### config.mk
export PLATFORM = sky130hd
export DESIGN_NAME = hbridge_msine_seq
export DESIGN_NICKNAME = d
export VERILOG_FILES = /design/src/rtl/hbsq_pkg.sv /design/src/rtl/hbsq_step_prescaler.sv /design/src/rtl/hbsq_ring.sv /design/src/rtl/hbsq_gate_reg.sv /design/src/rtl/hbridge_msine_seq.sv
export SDC_FILE = /design/constraint.sdc
export NUM_CORES = 1
export LEC_CHECK = 0
export BUFFER_PORTS_ARGS = -buffer_cell sky130_fd_sc_hd__buf_4
export CORE_UTILIZATION = 55
export CTS_CLUSTER_SIZE = 28
export DETAILED_ROUTE_END_ITERATION = 8
export GPL_ROUTABILITY_DRIVEN = 0
export MAX_ROUTING_LAYER = met4
export PLACE_DENSITY_LB_ADDON = 0.25
export SETUP_SLACK_MARGIN = 0.15
export SYNTH_ARGS = -nofsm -noshare
export SYNTH_HDL_FRONTEND = slang
export SYNTH_SLANG_ARGS = --single-unit
### constraint.sdc
create_clock -name clk -period 3.4 [get_ports clk]
set_clock_uncertainty 0.2 [all_clocks]
set_input_delay 0.85 -clock clk [delete_from_list [all_inputs] [get_ports clk]]
set_output_delay 0.85 -clock clk [all_outputs]
set_load 0.02 [all_outputs]
### src/rtl/hbsq_pkg.sv
package hbsq_pkg;

    typedef enum logic [1:0] {
        SLOT_BLANK_A = 2'd0,
        SLOT_FWD     = 2'd1,
        SLOT_BLANK_B = 2'd2,
        SLOT_REV     = 2'd3
    } slot_e;

    typedef struct packed {
        logic lo_a;
        logic lo_b;
        logic hi_a_n;
        logic hi_b_n;
    } gate_s;

    localparam gate_s GATES_OFF = '{lo_a: 1'b0, lo_b: 1'b0, hi_a_n: 1'b1, hi_b_n: 1'b1};
    localparam gate_s GATES_FWD = '{lo_a: 1'b0, lo_b: 1'b1, hi_a_n: 1'b0, hi_b_n: 1'b1};
    localparam gate_s GATES_REV = '{lo_a: 1'b1, lo_b: 1'b0, hi_a_n: 1'b1, hi_b_n: 1'b0};

    localparam int unsigned SLOTS_PER_CYCLE = 4;

    // Clocks per step slot for a given output frequency.
    function automatic int unsigned step_div(int unsigned clk_hz, int unsigned out_hz);
        return clk_hz / (SLOTS_PER_CYCLE * out_hz);
    endfunction

    function automatic gate_s slot_gates(slot_e s);
        gate_s g;
        case (s)
            SLOT_FWD: g = GATES_FWD;
            SLOT_REV: g = GATES_REV;
            default:  g = GATES_OFF;
        endcase
        return g;
    endfunction

    function automatic slot_e slot_after(slot_e s);
        slot_e n;
        case (s)
            SLOT_BLANK_A: n = SLOT_FWD;
            SLOT_FWD:     n = SLOT_BLANK_B;
            SLOT_BLANK_B: n = SLOT_REV;
            default:      n = SLOT_BLANK_A;
        endcase
        return n;
    endfunction

endpackage

### src/rtl/hbsq_step_prescaler.sv
module hbsq_step_prescaler #(
    parameter int unsigned CLK_HZ  = 1_000_000,
    parameter int unsigned LOW_HZ  = 50,
    parameter int unsigned HIGH_HZ = 60
) (
    input  logic clk,
    input  logic rst,
    input  logic active,
    input  logic use_high,
    output logic step_tick
);
    localparam int unsigned DIV_LO = hbsq_pkg::step_div(CLK_HZ, LOW_HZ);
    localparam int unsigned DIV_HI = hbsq_pkg::step_div(CLK_HZ, HIGH_HZ);
    localparam int unsigned DIV_MAX = (DIV_LO > DIV_HI) ? DIV_LO : DIV_HI;
    localparam int CNT_W = (DIV_MAX > 2) ? $clog2(DIV_MAX) : 1;
    localparam logic [CNT_W-1:0] LAST_LO = CNT_W'(DIV_LO - 1);
    localparam logic [CNT_W-1:0] LAST_HI = CNT_W'(DIV_HI - 1);

    logic [CNT_W-1:0] cnt_q;
    logic [CNT_W-1:0] last;

    assign last      = use_high ? LAST_HI : LAST_LO;
    assign step_tick = active && (cnt_q == last);

    always_ff @(posedge clk) begin
        if (rst || !active || step_tick) begin
            cnt_q <= '0;
        end else begin
            cnt_q <= cnt_q + 1'b1;
        end
    end
endmodule

### src/rtl/hbsq_ring.sv
module hbsq_ring (
    input  logic           clk,
    input  logic           rst,
    input  logic           run_en,
    input  logic           sel_60hz,
    input  logic           step_tick,
    output logic           active,
    output logic           use_high,
    output hbsq_pkg::slot_e slot_d,
    output logic           cycle_entry
);
    import hbsq_pkg::*;

    slot_e slot_q;
    logic  active_q;
    logic  use_high_q;
    logic  active_d;
    logic  use_high_d;

    always_comb begin
        slot_d      = slot_q;
        active_d    = active_q;
        use_high_d  = use_high_q;
        cycle_entry = 1'b0;
        if (rst || !run_en) begin
            slot_d     = SLOT_BLANK_A;
            active_d   = 1'b0;
            use_high_d = sel_60hz;
        end else if (!active_q) begin
            slot_d      = SLOT_BLANK_A;
            active_d    = 1'b1;
            use_high_d  = sel_60hz;
            cycle_entry = 1'b1;
        end else if (step_tick) begin
            slot_d = slot_after(slot_q);
            if (slot_q == SLOT_REV) begin
                use_high_d  = sel_60hz;
                cycle_entry = 1'b1;
            end
        end
    end

    always_ff @(posedge clk) begin
        slot_q     <= slot_d;
        active_q   <= active_d;
        use_high_q <= use_high_d;
    end

    assign active   = active_q;
    assign use_high = use_high_q;
endmodule

### src/rtl/hbsq_gate_reg.sv
module hbsq_gate_reg (
    input  logic            clk,
    input  logic            rst,
    input  hbsq_pkg::slot_e slot_d,
    input  logic            cycle_entry,
    output hbsq_pkg::gate_s gates,
    output logic            strobe
);
    import hbsq_pkg::*;

    gate_s gates_q;
    logic  strobe_q;

    always_ff @(posedge clk) begin
        if (rst) begin
            gates_q  <= GATES_OFF;
            strobe_q <= 1'b0;
        end else begin
            gates_q  <= slot_gates(slot_d);
            strobe_q <= cycle_entry;
        end
    end

    assign gates  = gates_q;
    assign strobe = strobe_q;
endmodule

### src/rtl/hbridge_msine_seq.sv
module hbridge_msine_seq #(
    parameter int unsigned CLK_HZ  = 1_000_000,
    parameter int unsigned LOW_HZ  = 50,
    parameter int unsigned HIGH_HZ = 60
) (
    input  logic clk,
    input  logic rst,
    input  logic run_en,
    input  logic sel_60hz,
    output logic lo_a,
    output logic lo_b,
    output logic hi_a_n,
    output logic hi_b_n,
    output logic cycle_start
);
    import hbsq_pkg::*;

    logic  step_tick;
    logic  active;
    logic  use_high;
    logic  cycle_entry;
    slot_e slot_d;
    gate_s gates;

    hbsq_step_prescaler #(
        .CLK_HZ (CLK_HZ),
        .LOW_HZ (LOW_HZ),
        .HIGH_HZ(HIGH_HZ)
    ) u_presc (
        .clk      (clk),
        .rst      (rst),
        .active   (active),
        .use_high (use_high),
        .step_tick(step_tick)
    );

    hbsq_ring u_ring (
        .clk        (clk),
        .rst        (rst),
        .run_en     (run_en),
        .sel_60hz   (sel_60hz),
        .step_tick  (step_tick),
        .active     (active),
        .use_high   (use_high),
        .slot_d     (slot_d),
        .cycle_entry(cycle_entry)
    );

    hbsq_gate_reg u_gates (
        .clk        (clk),
        .rst        (rst),
        .slot_d     (slot_d),
        .cycle_entry(cycle_entry),
        .gates      (gates),
        .strobe     (cycle_start)
    );

    assign lo_a   = gates.lo_a;
    assign lo_b   = gates.lo_b;
    assign hi_a_n = gates.hi_a_n;
    assign hi_b_n = gates.hi_b_n;
endmodule

==> flow_summary.rst <==
.. list-table::
   :header-rows: 1

   * - Metric
     - Value
   * - Run status
     - finished, final reports clean
   * - Setup repair after global routing missed its margin
     - false
   * - Global routing usage summed across all routing layers
     - roughly 20%
   * - Share of the synthesized area in the top cell type
     - about two fifths
   * - Top cells by area in the synthesized netlist
     - dfxtp_1, nor2_1, xnor2_1
   * - Core ar.
     - around 1700 um^2
   * - Max transition margin
     - between 70% and 80%
   * - Skew-Pair Late Insertion Delay
     - roughly 0.30 ns
   * - Logic depth of the worst register-to-register path
     - 4
   * - Start point of the critical path
     - u_presc.cnt_q[7]
   * - Max Cap Violations
     - 0
   * - Share of synthesized area occupied by flip-flops and latches
     - ~43%
   * - Worst-margin pin slew
     - 0.376 ns
   * - Hold Buf Count CTS
     - 0
   * - Reg-to-Reg End
     - u_gates.gates[2]
   * - Layout cell share with drive strength beyond 1
     - roughly 15%
   * - Die area
     - between 2000 and 2500 um^2
   * - Post-route setup slack
     - 1.37 ns
   * - TritonCTS Buffers
     - 3
   * - Starting density of the core
     - approximately three fifths
   * - F_max
     - 493 MHz
   * - Critical path fanouts, max
     - 6
   * - Wire length reported by the detailed router
     - 1720 um
   * - Worst reg-to-reg setup slack
     - about 1.4 ns
   * - Cell count after synthesis
     - between 100 and 150
   * - Count of pins over their slew limit
     - 0
   * - Ratio of final minimum period to clock period
     - 59.6%
   * - Mapped Nets
     - roughly 120
   * - Critical path endpoint category
     - flip-flop
   * - Cell area after synthesis
     - between 1000 and 1500 um^2
   * - Power per Cell Area
     - ~410 nW/um^2
   * - Number of enable flip-flop cells after synthesis
     - 1
   * - Overall overflow remaining after global route
     - 0
   * - Leak
     - 0.410 nW
   * - Async set or reset register ratio after synthesis
     - 0%
   * - Worst hold stages
     - 1
   * - Maximum ir drop on the vdd rail
     - 0.344 mV
   * - Type of element launching the critical path
     - flip-flop
   * - Shortest clock period the worst path allows after layout
     - between 2 and 2.5 ns
   * - Die Width
     - ~45 um
   * - Yosys warns
     - 0
   * - Via density
     - between 5 and 6
   * - First-pass iteration count of the detailed router
     - 4
   * - Arrival time of the worst setup path
     - 2.03 ns
   * - Number of vias after detailed routing
     - roughly 740
   * - Number of antenna violations at the first check in global routing
     - 0
   * - Worst reg2reg path startpoint
     - u_presc.cnt_q[7]
   * - Delay of the slowest cell on the worst path
     - between 0.5 and 0.6 ns
   * - Setup TNS after final layout
     - 0 ns
   * - Required time of the critical path
     - 3.41 ns
   * - End point of the critical path
     - u_gates.gates[2]
   * - Main synth FF type
     - dfxtp_1
   * - Total I/O pin count
     - 9
   * - Buffer levels on the longest clock path
     - 2
   * - Vias in the first global route
     - 694
   * - Number of flip-flops and latches in the synthesized netlist
     - 22
   * - Kind of critical path
     - reg -> reg
   * - Initial DRC count
     - 7
   * - Die boundary height
     - 45.4 um
   * - Largest net degree at the start of global routing
     - 14
   * - Number of gates resized after cts
     - 0
   * - Wire length of the first global-routing pass
     - between 2000 and 3000 um
   * - Htree depth
     - 1
   * - Post-DP HPWL
     - roughly 1300 um
   * - Port buffer count
     - 8
   * - Post-Place Setup Slack
     - around 1.4 ns
   * - Layout Nets
     - ~130
   * - Number of standard-cell rows in the floorplan
     - 15
   * - Clock transition at the registers of the reported paths
     - approximately 0.12 ns
   * - Number of diodes
     - 0
   * - Library cell contributing the largest single delay on the critical path
     - or4bb_1
   * - Post-CTS setup buffer count
     - 0
   * - Clock tree from TritonCTS
     - built
   * - Worst hold-check path type
     - reg -> reg
   * - Setup violation total in the final timing report
     - 0
   * - Routed wire length per instance
     - between 10 and 15 um
   * - Number of sinks handled by clock tree synthesis
     - 22
   * - Number of routed nets with antenna violations
     - 0
   * - Post-synth cell types
     - 29
   * - Most common library cells after synthesis
     - dfxtp_1, nor2_1, xnor2_1, nand2_1, nand3_1
   * - Critical path, cell by cell
     - or4bb_1 > o22a_4 > nor2_8 > mux2_4
   * - Number of remaining DRC errors
     - 0
   * - Clock root buffer
     - clkbuf_4
   * - Area added between synthesis and finish
     - 12.1%
   * - Synth Area per Inst
     - about 9.5 um^2
   * - Largest area contributor in the synthesized netlist
     - dfxtp_1
   * - Final hold violation count
     - 0
[sequential cells by signal (all words and copies together), names as in the netlist]
name and count:
u_ring.active 1, u_ring.slot_q 2, u_gates.strobe 1, u_gates.gates 4, u_ring.use_high 1, u_presc.cnt_q 13
[where the power goes]
| group | internal, mW | switching [mW] |
|---|---|---|
| Combinational | 0.00524 | 0.00572 |
| Clock | 0.119 | 0.0774 |
| Sequential | 0.262 | 0.00227 |
[cell families after synthesis]
group,share of synthesized area [%]
simple gates,25.8
compound gates,5.80
buf+inv,3.99
xor+xnor,9.30
flops,43.5
fa+ha+maj,4.83
mux,6.76
[routing by layer]
metal	vias to the layer above	global-route usage (%)	share of wire, %
met4	0	10.3	0.93
li1	382	-	-
met1	350	24.3	51
met2	10	30.6	46
met3	2	3.57	2.6
met5	-	-	0
[area by class of cell]
cell class              instances  area (um^2)
clock buffers                   3         22.5
multi-input cells              78          544
repair buffers                  8         60.1
fillers                       141          584
inverters                       6         22.5
clock inverters                 1         30.0
flip-flops and latches         22          450
well taps                      25         31.3
[how the worst min path moves through the flow]
stage / startpoint / endpoint / slack (ns)
final: u_ring.active / u_gates.strobe / 0.29
after global routing: u_ring.active / u_gates.strobe / 0.33
after detailed placement: u_ring.active / u_gates.strobe / 0.29
after global placement: u_ring.active / u_gates.strobe / 0.29
after CTS: u_ring.active / u_gates.strobe / 0.30
after floorplan: u_ring.active / u_gates.strobe / 0.24
[through the flow]
stage / utilization, % / cell area [um^2] / std cells / power [mW] / hold slack [ns]
floorplan: - / 1040 / 109 / 0.277 / 0.239
global placement: 63.5 / 1110 / 139 / 0.281 / 0.290
global route: 66.5 / 1160 / 143 / 0.492 / 0.334
detailed placement: 63.5 / 1110 / 139 / 0.281 / 0.285
CTS: 66.5 / 1160 / 143 / 0.478 / 0.295
finish: 66.5 / 1160 / 143 / 0.472 / 0.288
[cell usage in the layout, fill, tap and decap left out, types with 4 or more instances in the layout]
cell / n
inv_1: 6
xnor2_1: 9
ha_1: 4
nor2_1: 21
mux2i_1: 4
nand2_1: 8
nand3_1: 8
buf_4: 8
dfxtp_1: 21
[critical path: cells and delay by family (launching register included)]
family / cells / cell delay, ns
AOI/OAI and AO/OA: 1 / 0.25
DFF: 1 / 0.44
muxes: 1 / 0.31
and+or+nand+nor: 2 / 0.72
Note: power is estimated with default switching activity, not from simulation.
